**src/rtl/afs_pkg.sv**
```systemverilog
`timescale 1ns/1ps
package afs_pkg;
  localparam int DIV_W  = 8;   // clock ratio field width
  localparam int SLOT_W = 8;   // period / width field width
  localparam int SYNC_N = 2;   // resync stages for slave inputs

  typedef struct packed {
    logic [DIV_W-1:0]  div;
    logic [SLOT_W-1:0] per;
    logic [SLOT_W-1:0] wid;
    logic              short_fs;
    logic              master;
    logic              clk_inv;
    logic              fs_inv;
  } afs_cfg_t;
endpackage

```
**src/rtl/afs_bit_frame_gen.sv**
```systemverilog
`timescale 1ns/1ps
// Master-mode generator: clock divider, slot counter, frame pulse.
module afs_bit_frame_gen
  import afs_pkg::*;
(
  input  logic              clk,
  input  logic              rst_n,
  input  logic              run,
  input  logic [DIV_W-1:0]  div,
  input  logic [SLOT_W-1:0] per,
  input  logic [SLOT_W-1:0] wid,
  input  logic              short_fs,
  input  logic              clk_inv,
  input  logic              fs_inv,
  output logic              bclk_pin,
  output logic              fs_pin,
  output logic              fs_act,
  output logic              slot_stb
);
  localparam logic [DIV_W-1:0]  DIV_MIN = DIV_W'(1);
  localparam logic [SLOT_W-1:0] PER_MIN = SLOT_W'(1);

  logic              active_q, active_n;
  logic [DIV_W-1:0]  cnt_q, cnt_n;
  logic [SLOT_W-1:0] bit_q, bit_n;
  logic              bclk_q, bclk_n;
  logic              fsp_q, fsp_n;
  logic              fsa_q, fsa_n;
  logic              stb_q, stb_n;

  logic [DIV_W-1:0]  div_eff;
  logic [SLOT_W-1:0] per_eff, wid_eff;

  // effective fields (minimums and clamp)
  always_comb begin
    div_eff = (div == '0) ? DIV_MIN : div;
    per_eff = (per == '0) ? PER_MIN : per;
    if (short_fs || (wid >= per_eff)) wid_eff = per_eff - PER_MIN;
    else                              wid_eff = wid;
  end

  // next state
  always_comb begin
    active_n = active_q;
    cnt_n    = cnt_q;
    bit_n    = bit_q;
    if (!run) begin
      active_n = 1'b0;
      cnt_n    = '0;
      bit_n    = '0;
    end else if (!active_q) begin
      active_n = 1'b1;
      cnt_n    = '0;
      bit_n    = '0;
    end else if (cnt_q >= div_eff) begin
      cnt_n = '0;
      bit_n = (bit_q >= per_eff) ? '0 : bit_q + PER_MIN;
    end else begin
      cnt_n = cnt_q + DIV_MIN;
    end
    bclk_n = (active_n && (cnt_n > (div_eff >> 1))) ^ clk_inv;
    fsa_n  = active_n && (bit_n <= wid_eff);
    fsp_n  = fsa_n ^ ~fs_inv;
    stb_n  = active_n && (cnt_n == '0);
  end

  // registers
  always_ff @(posedge clk or negedge rst_n) begin
    if (!rst_n) begin
      active_q <= 1'b0;
      cnt_q    <= '0;
      bit_q    <= '0;
      bclk_q   <= 1'b0;
      fsp_q    <= 1'b1;
      fsa_q    <= 1'b0;
      stb_q    <= 1'b0;
    end else begin
      active_q <= active_n;
      cnt_q    <= cnt_n;
      bit_q    <= bit_n;
      bclk_q   <= bclk_n;
      fsp_q    <= fsp_n;
      fsa_q    <= fsa_n;
      stb_q    <= stb_n;
    end
  end

  assign bclk_pin = bclk_q;
  assign fs_pin   = fsp_q;
  assign fs_act   = fsa_q;
  assign slot_stb = stb_q;

  // a fresh start lands on slot 0 with pulse active
  a_r9_first_slot: assert property (@(posedge clk) disable iff (!rst_n)
    $rose(active_q) |-> (stb_q && fsa_q));
  // each slot begins at the launch level of the bit clock
  a_r1_launch_level: assert property (@(posedge clk) disable iff (!rst_n)
    stb_q |-> (bclk_q == clk_inv));
  // pulse is never active in the last slot of a frame
  a_r4_gap_before_wrap: assert property (@(posedge clk) disable iff (!rst_n)
    fsa_q |-> (bit_q != per_eff));
  // pulse is active in the first slot of each frame
  a_r3_pulse_at_start: assert property (@(posedge clk) disable iff (!rst_n)
    (stb_q && (bit_q == '0)) |-> fsa_q);
endmodule

```
**src/rtl/afs_ext_sync.sv**
```systemverilog
`timescale 1ns/1ps
// Slave-mode path: resynchronise external clock and frame sync.
module afs_ext_sync
  import afs_pkg::*;
(
  input  logic clk,
  input  logic rst_n,
  input  logic en,
  input  logic clk_inv,
  input  logic fs_inv,
  input  logic bclk_i,
  input  logic fsync_i,
  output logic slot_stb,
  output logic fs_act
);
  logic [SYNC_N:0]   bs_q, bs_n;   // extra stage for edge detect
  logic [SYNC_N-1:0] fs_q, fs_n;

  always_comb begin
    bs_n[0] = bclk_i ^ clk_inv;       // normalised: launch edge is falling
    fs_n[0] = fsync_i ^ ~fs_inv;      // normalised: active high
  end

  for (genvar i = 1; i <= SYNC_N; i++) begin : g_bs_stage
    assign bs_n[i] = bs_q[i-1];
  end
  for (genvar i = 1; i < SYNC_N; i++) begin : g_fs_stage
    assign fs_n[i] = fs_q[i-1];
  end

  always_ff @(posedge clk or negedge rst_n) begin
    if (!rst_n) begin
      bs_q <= '0;
      fs_q <= '0;
    end else begin
      bs_q <= bs_n;
      fs_q <= fs_n;
    end
  end

  assign slot_stb = en && bs_q[SYNC_N] && !bs_q[SYNC_N-1];
  assign fs_act   = en && fs_q[SYNC_N-1];

  // strobe is a single-cycle pulse
  a_r10_single_strobe: assert property (@(posedge clk) disable iff (!rst_n)
    slot_stb |=> !slot_stb);
endmodule

```
**src/rtl/afs_frame_sync_gen.sv**
```systemverilog
`timescale 1ns/1ps
module afs_frame_sync_gen
  import afs_pkg::*;
(
  input  logic              clk,
  input  logic              rst_n,
  input  logic              en,
  input  logic [DIV_W-1:0]  cfg_div,
  input  logic [SLOT_W-1:0] cfg_per,
  input  logic [SLOT_W-1:0] cfg_wid,
  input  logic              cfg_short,
  input  logic              cfg_master,
  input  logic              cfg_clk_inv,
  input  logic              cfg_fs_inv,
  input  logic              bclk_i,
  input  logic              fsync_i,
  output logic              bclk_o,
  output logic              bclk_oe,
  output logic              fsync_o,
  output logic              fsync_oe,
  output logic              slot_stb,
  output logic              frame_act
);
  afs_cfg_t cfg_in, sh_q, sh_n;
  logic     m_run, s_en;
  logic     m_bclk, m_fsp, m_fsa, m_stb;
  logic     s_stb, s_fsa;

  assign cfg_in = '{div: cfg_div, per: cfg_per, wid: cfg_wid,
                    short_fs: cfg_short, master: cfg_master,
                    clk_inv: cfg_clk_inv, fs_inv: cfg_fs_inv};

  // shadow loads only while disabled
  always_comb sh_n = en ? sh_q : cfg_in;

  always_ff @(posedge clk or negedge rst_n) begin
    if (!rst_n) sh_q <= '0;
    else        sh_q <= sh_n;
  end

  assign m_run = en &&  sh_q.master;
  assign s_en  = en && !sh_q.master;

  afs_bit_frame_gen u_gen (
    .clk      (clk),
    .rst_n    (rst_n),
    .run      (m_run),
    .div      (sh_q.div),
    .per      (sh_q.per),
    .wid      (sh_q.wid),
    .short_fs (sh_q.short_fs),
    .clk_inv  (sh_q.clk_inv),
    .fs_inv   (sh_q.fs_inv),
    .bclk_pin (m_bclk),
    .fs_pin   (m_fsp),
    .fs_act   (m_fsa),
    .slot_stb (m_stb)
  );

  afs_ext_sync u_ext (
    .clk      (clk),
    .rst_n    (rst_n),
    .en       (s_en),
    .clk_inv  (sh_q.clk_inv),
    .fs_inv   (sh_q.fs_inv),
    .bclk_i   (bclk_i),
    .fsync_i  (fsync_i),
    .slot_stb (s_stb),
    .fs_act   (s_fsa)
  );

  assign bclk_o    = m_bclk;
  assign fsync_o   = m_fsp;
  assign bclk_oe   = sh_q.master;
  assign fsync_oe  = sh_q.master;
  assign slot_stb  = sh_q.master ? m_stb : s_stb;
  assign frame_act = sh_q.master ? m_fsa : s_fsa;

  // quiet once disabled for a full cycle
  a_r8_quiet_when_off: assert property (@(posedge clk) disable iff (!rst_n)
    (!en && !$past(en)) |-> (!slot_stb && !frame_act));
  // configuration frozen while enabled
  a_r8_cfg_frozen: assert property (@(posedge clk) disable iff (!rst_n)
    en |=> $stable(sh_q));
endmodule

```
**config.mk**
```make
export PLATFORM = sky130hd
export DESIGN_NAME = afs_frame_sync_gen
export DESIGN_NICKNAME = d
export VERILOG_FILES = /design/src/rtl/afs_pkg.sv /design/src/rtl/afs_bit_frame_gen.sv /design/src/rtl/afs_ext_sync.sv /design/src/rtl/afs_frame_sync_gen.sv
export SDC_FILE = /design/constraint.sdc
export NUM_CORES = 1
export LEC_CHECK = 0
export BUFFER_PORTS_ARGS = -buffer_cell sky130_fd_sc_hd__buf_4
export CAP_MARGIN = 20
export CORE_MARGIN = 4
export CORE_UTILIZATION = 30
export CTS_CLUSTER_DIAMETER = 200
export DETAILED_ROUTE_END_ITERATION = 8
export GPL_TIMING_DRIVEN = 0
export PLACE_DENSITY = 0.59
export SLEW_MARGIN = 10
export SYNTH_ARGS = -nofsm -noshare
export SYNTH_HDL_FRONTEND = slang
export SYNTH_SLANG_ARGS = --single-unit
```
**constraint.sdc**
```tcl
create_clock -name clk -period 7.31 [get_ports clk]
set_clock_uncertainty 0.2 [all_clocks]
set_input_delay 2.193 -clock clk [delete_from_list [all_inputs] [get_ports clk]]
set_output_delay 2.193 -clock clk [all_outputs]
set_load 0.01 [all_outputs]
```
==> qor.yml <==
first_iter_violations: 106
worstReg2RegEnd: "u_gen.fs_pin"
grt_pass1_wl_mm: 12.6
finalSetupViolCount: 0
ff2ff_setup_slack_ps: 2510
setup_ws_ps: 1790
antenna_cells: 0
route.detailed.drc: 0
maxSlewViolCount: 0
maxCapViolCount: 0
numClockSinks: 54
grt_pass1_vias: 2619
irDropWorstVdd_mv: 0.0895
synthFlopType: "dfrtp_1"
cp-end-kind: "primary output"
syn_inst: 322
final_nets: 443
drt_first_pass_iters: 4
critPathCapture: "slot_stb"
tritoncts: "yes"
synth_enable_flop_cells: 0
coreArea_sq_mm: 0.0109
wirelength_mm: 7.16
dieArea_sq_mm: 0.0130
final_cell_mix: "53 x dfrtp_1, 42 x ha_1, 39 x buf_4"
max_freq_ghz: 0.181
grt_max_degree: 55
drive_gt1_frac: 0.225
start_util: 0.308
rsz0062_at_grt: "false"
r2r_cells: 17
worstSetupStartpointType: "primary input"
critical_path_class: "in2out"
tightest_slew_ps: 806
clk_pin_slew_ps: 70
die_w_um: 114
timing.setup.tns_ps: 0
vias_per_cell: 4.87
grt_overflow_total: 0
mostFrequentLayoutCell: "dfrtp_1"
ios: 39
syn_area_per_cell_sq_um: 10.5
leakage_nw: 1.83
dp_hpwl_mm: 5.66
ctsLongestPathBuffers: 2
clkPwrFrac: 0.360
power_density_mw_per_mm2: 187
power.share.switching: 0.259
cts_made_buffers: 5
die_y_um: 114
post-route-min-period_ps: 5520
syn_nets: 397
worstReg2RegStart: "sh_q[16]"
synth_seq_area_share: 0.402
synth_warnings: 0
place_congestion: 0.805
clock_latency_ps: 290
cts_setup_buffers: 0
place_inst: 500
hold_class: "reg2reg"
cts-root-buf: "clkbuf_16"
postCtsHoldBufs: 0
critPathArrivalTime_ps: 3130
critical_path_required_ps: 4920
areaGrowthSynthToFinish_pct: 18.8
async_reset_ff_frac: 1.00
p_comb_frac: 0.186
internal_power_mw: 0.555
ys_seq_elements: 54
portBuffers: 38
ys_types: 50
num_vias: 2478
dp_slack_ps: 1770
slew-limit-headroom: 0.463
post_cts_resized: 0
post-route-period-util: 0.756
ant_nets: 0
switchingPower_mw: 0.194
grt_usage: 0.120
rows: 38
netlist_area_sq_mm: 0.00337
antenna_found_initial: 0
status: "finished clean"
path_max_fanout: 10
critPathLaunch: "en"
cts_max_level: 2
routedWlPerCell_um: 14.1
instances_no_fill: 509
p_seq_frac: 0.454
hold_viol: 0
==> area by class of cell <==
class / count / area [sq um]
plain buffers: 8 / 35.0
clock buffers: 6 / 129
clock inverters: 2 / 37.5
fillers: 1118 / 6940
inverters: 27 / 101
multi-input cells: 233 / 1880
flip-flops and latches: 54 / 1350
well taps: 140 / 175
repair buffers: 39 / 290
==> cell usage after synthesis (3+ instances only) <==
cell type | number | area [sq um]
or4_1 | 3 | 22.5
mux2_2 | 27 | 304
nor2b_1 | 4 | 25.0
mux2i_1 | 9 | 90.1
o21ai_0 | 15 | 75.1
nand2_1 | 18 | 67.6
nand4_1 | 5 | 31.3
buf_1 | 3 | 11.3
and4_1 | 3 | 26.3
inv_1 | 27 | 101
a21o_1 | 4 | 30.0
a21oi_1 | 15 | 75.1
dfrtp_1 | 53 | 1330
clkbuf_1 | 3 | 11.3
ha_1 | 42 | 526
nor2_1 | 23 | 86.3
a22oi_1 | 6 | 45.0
xor2_1 | 4 | 35.0
or3_1 | 6 | 37.5
xnor2_1 | 9 | 78.8
nand3_1 | 8 | 40.0
==> how the worst min path moves through the flow <==
stage | cells past startpoint | slack [ps] | from | end
2_1_floorplan | 0 | 130 | u_ext.bs_q[0] | u_ext.bs_q[1]
3_3_place_gp | 0 | 130 | u_ext.fs_q[0] | u_ext.fs_q[1]
3_5_place_dp | 0 | 140 | u_ext.fs_q[0] | u_ext.fs_q[1]
4_1_cts | 0 | 150 | u_ext.bs_q[0] | u_ext.bs_q[1]
5_1_grt | 0 | 170 | u_ext.bs_q[0] | u_ext.bs_q[1]
6_report | 0 | 150 | u_ext.bs_q[0] | u_ext.bs_q[1]
==> registers in the layout, indices dropped and copies added (netlist names) <==
name	flops
u_ext.bs_q	3
u_gen.active_q	1
u_gen.cnt_q	8
u_gen.slot_stb	1
u_gen.bclk_pin	1
u_gen.fs_act	1
u_gen.bit_q	8
sh_q	27
bclk_oe	1
u_gen.fs_pin	1
u_ext.fs_q	2
==> worst max-delay path: stages <==
cell      delay, ps
buf_4            90
buf_1           410
nand3b_1        120
o21ai_0         170
buf_4           140
==> metal layers <==
metal | global-route usage | part of all wire
met2 | 0.212 | 0.50
met4 | 0.0253 | 0.0095
met1 | 0.148 | 0.45
met3 | 0.0292 | 0.038
met5 | 0 | 0
==> stage by stage <==
stage          hold WS, ps  instance area (sq um)  total power, mW   util
5_1_grt                167                   4000            0.794  0.366
4_1_cts                151                   3990            0.760  0.365
3_3_place_gp           131                   3830            0.484  0.350
2_1_floorplan          131                   3370            0.436      -
3_5_place_dp           136                   3830            0.489  0.350
6_report               149                   4000            0.750  0.366
==> power by group through the flow <==
stage               registers (mW)  logic (mW)  clock network [mW]
finish                       0.341       0.140               0.270
global route                 0.344       0.160               0.290
global placement             0.346       0.138                   0
detailed placement           0.347       0.142                   0
CTS                          0.341       0.143               0.277
floorplan                    0.341      0.0951                   0
==> cell families (layout without fill, tap and decap cells) <==
kind of cell | Yosys count | in the layout | synth area share
compound gates | 61 | 61 | 0.126
simple gates | 80 | 80 | 0.120
flops | 54 | 54 | 0.402
buf+inv | 35 | 82 | 0.0405
mux | 37 | 37 | 0.122
xor+xnor | 13 | 13 | 0.0338
fa+ha+maj | 42 | 42 | 0.156
No activity file was read; power rests on OpenSTA's default activity.
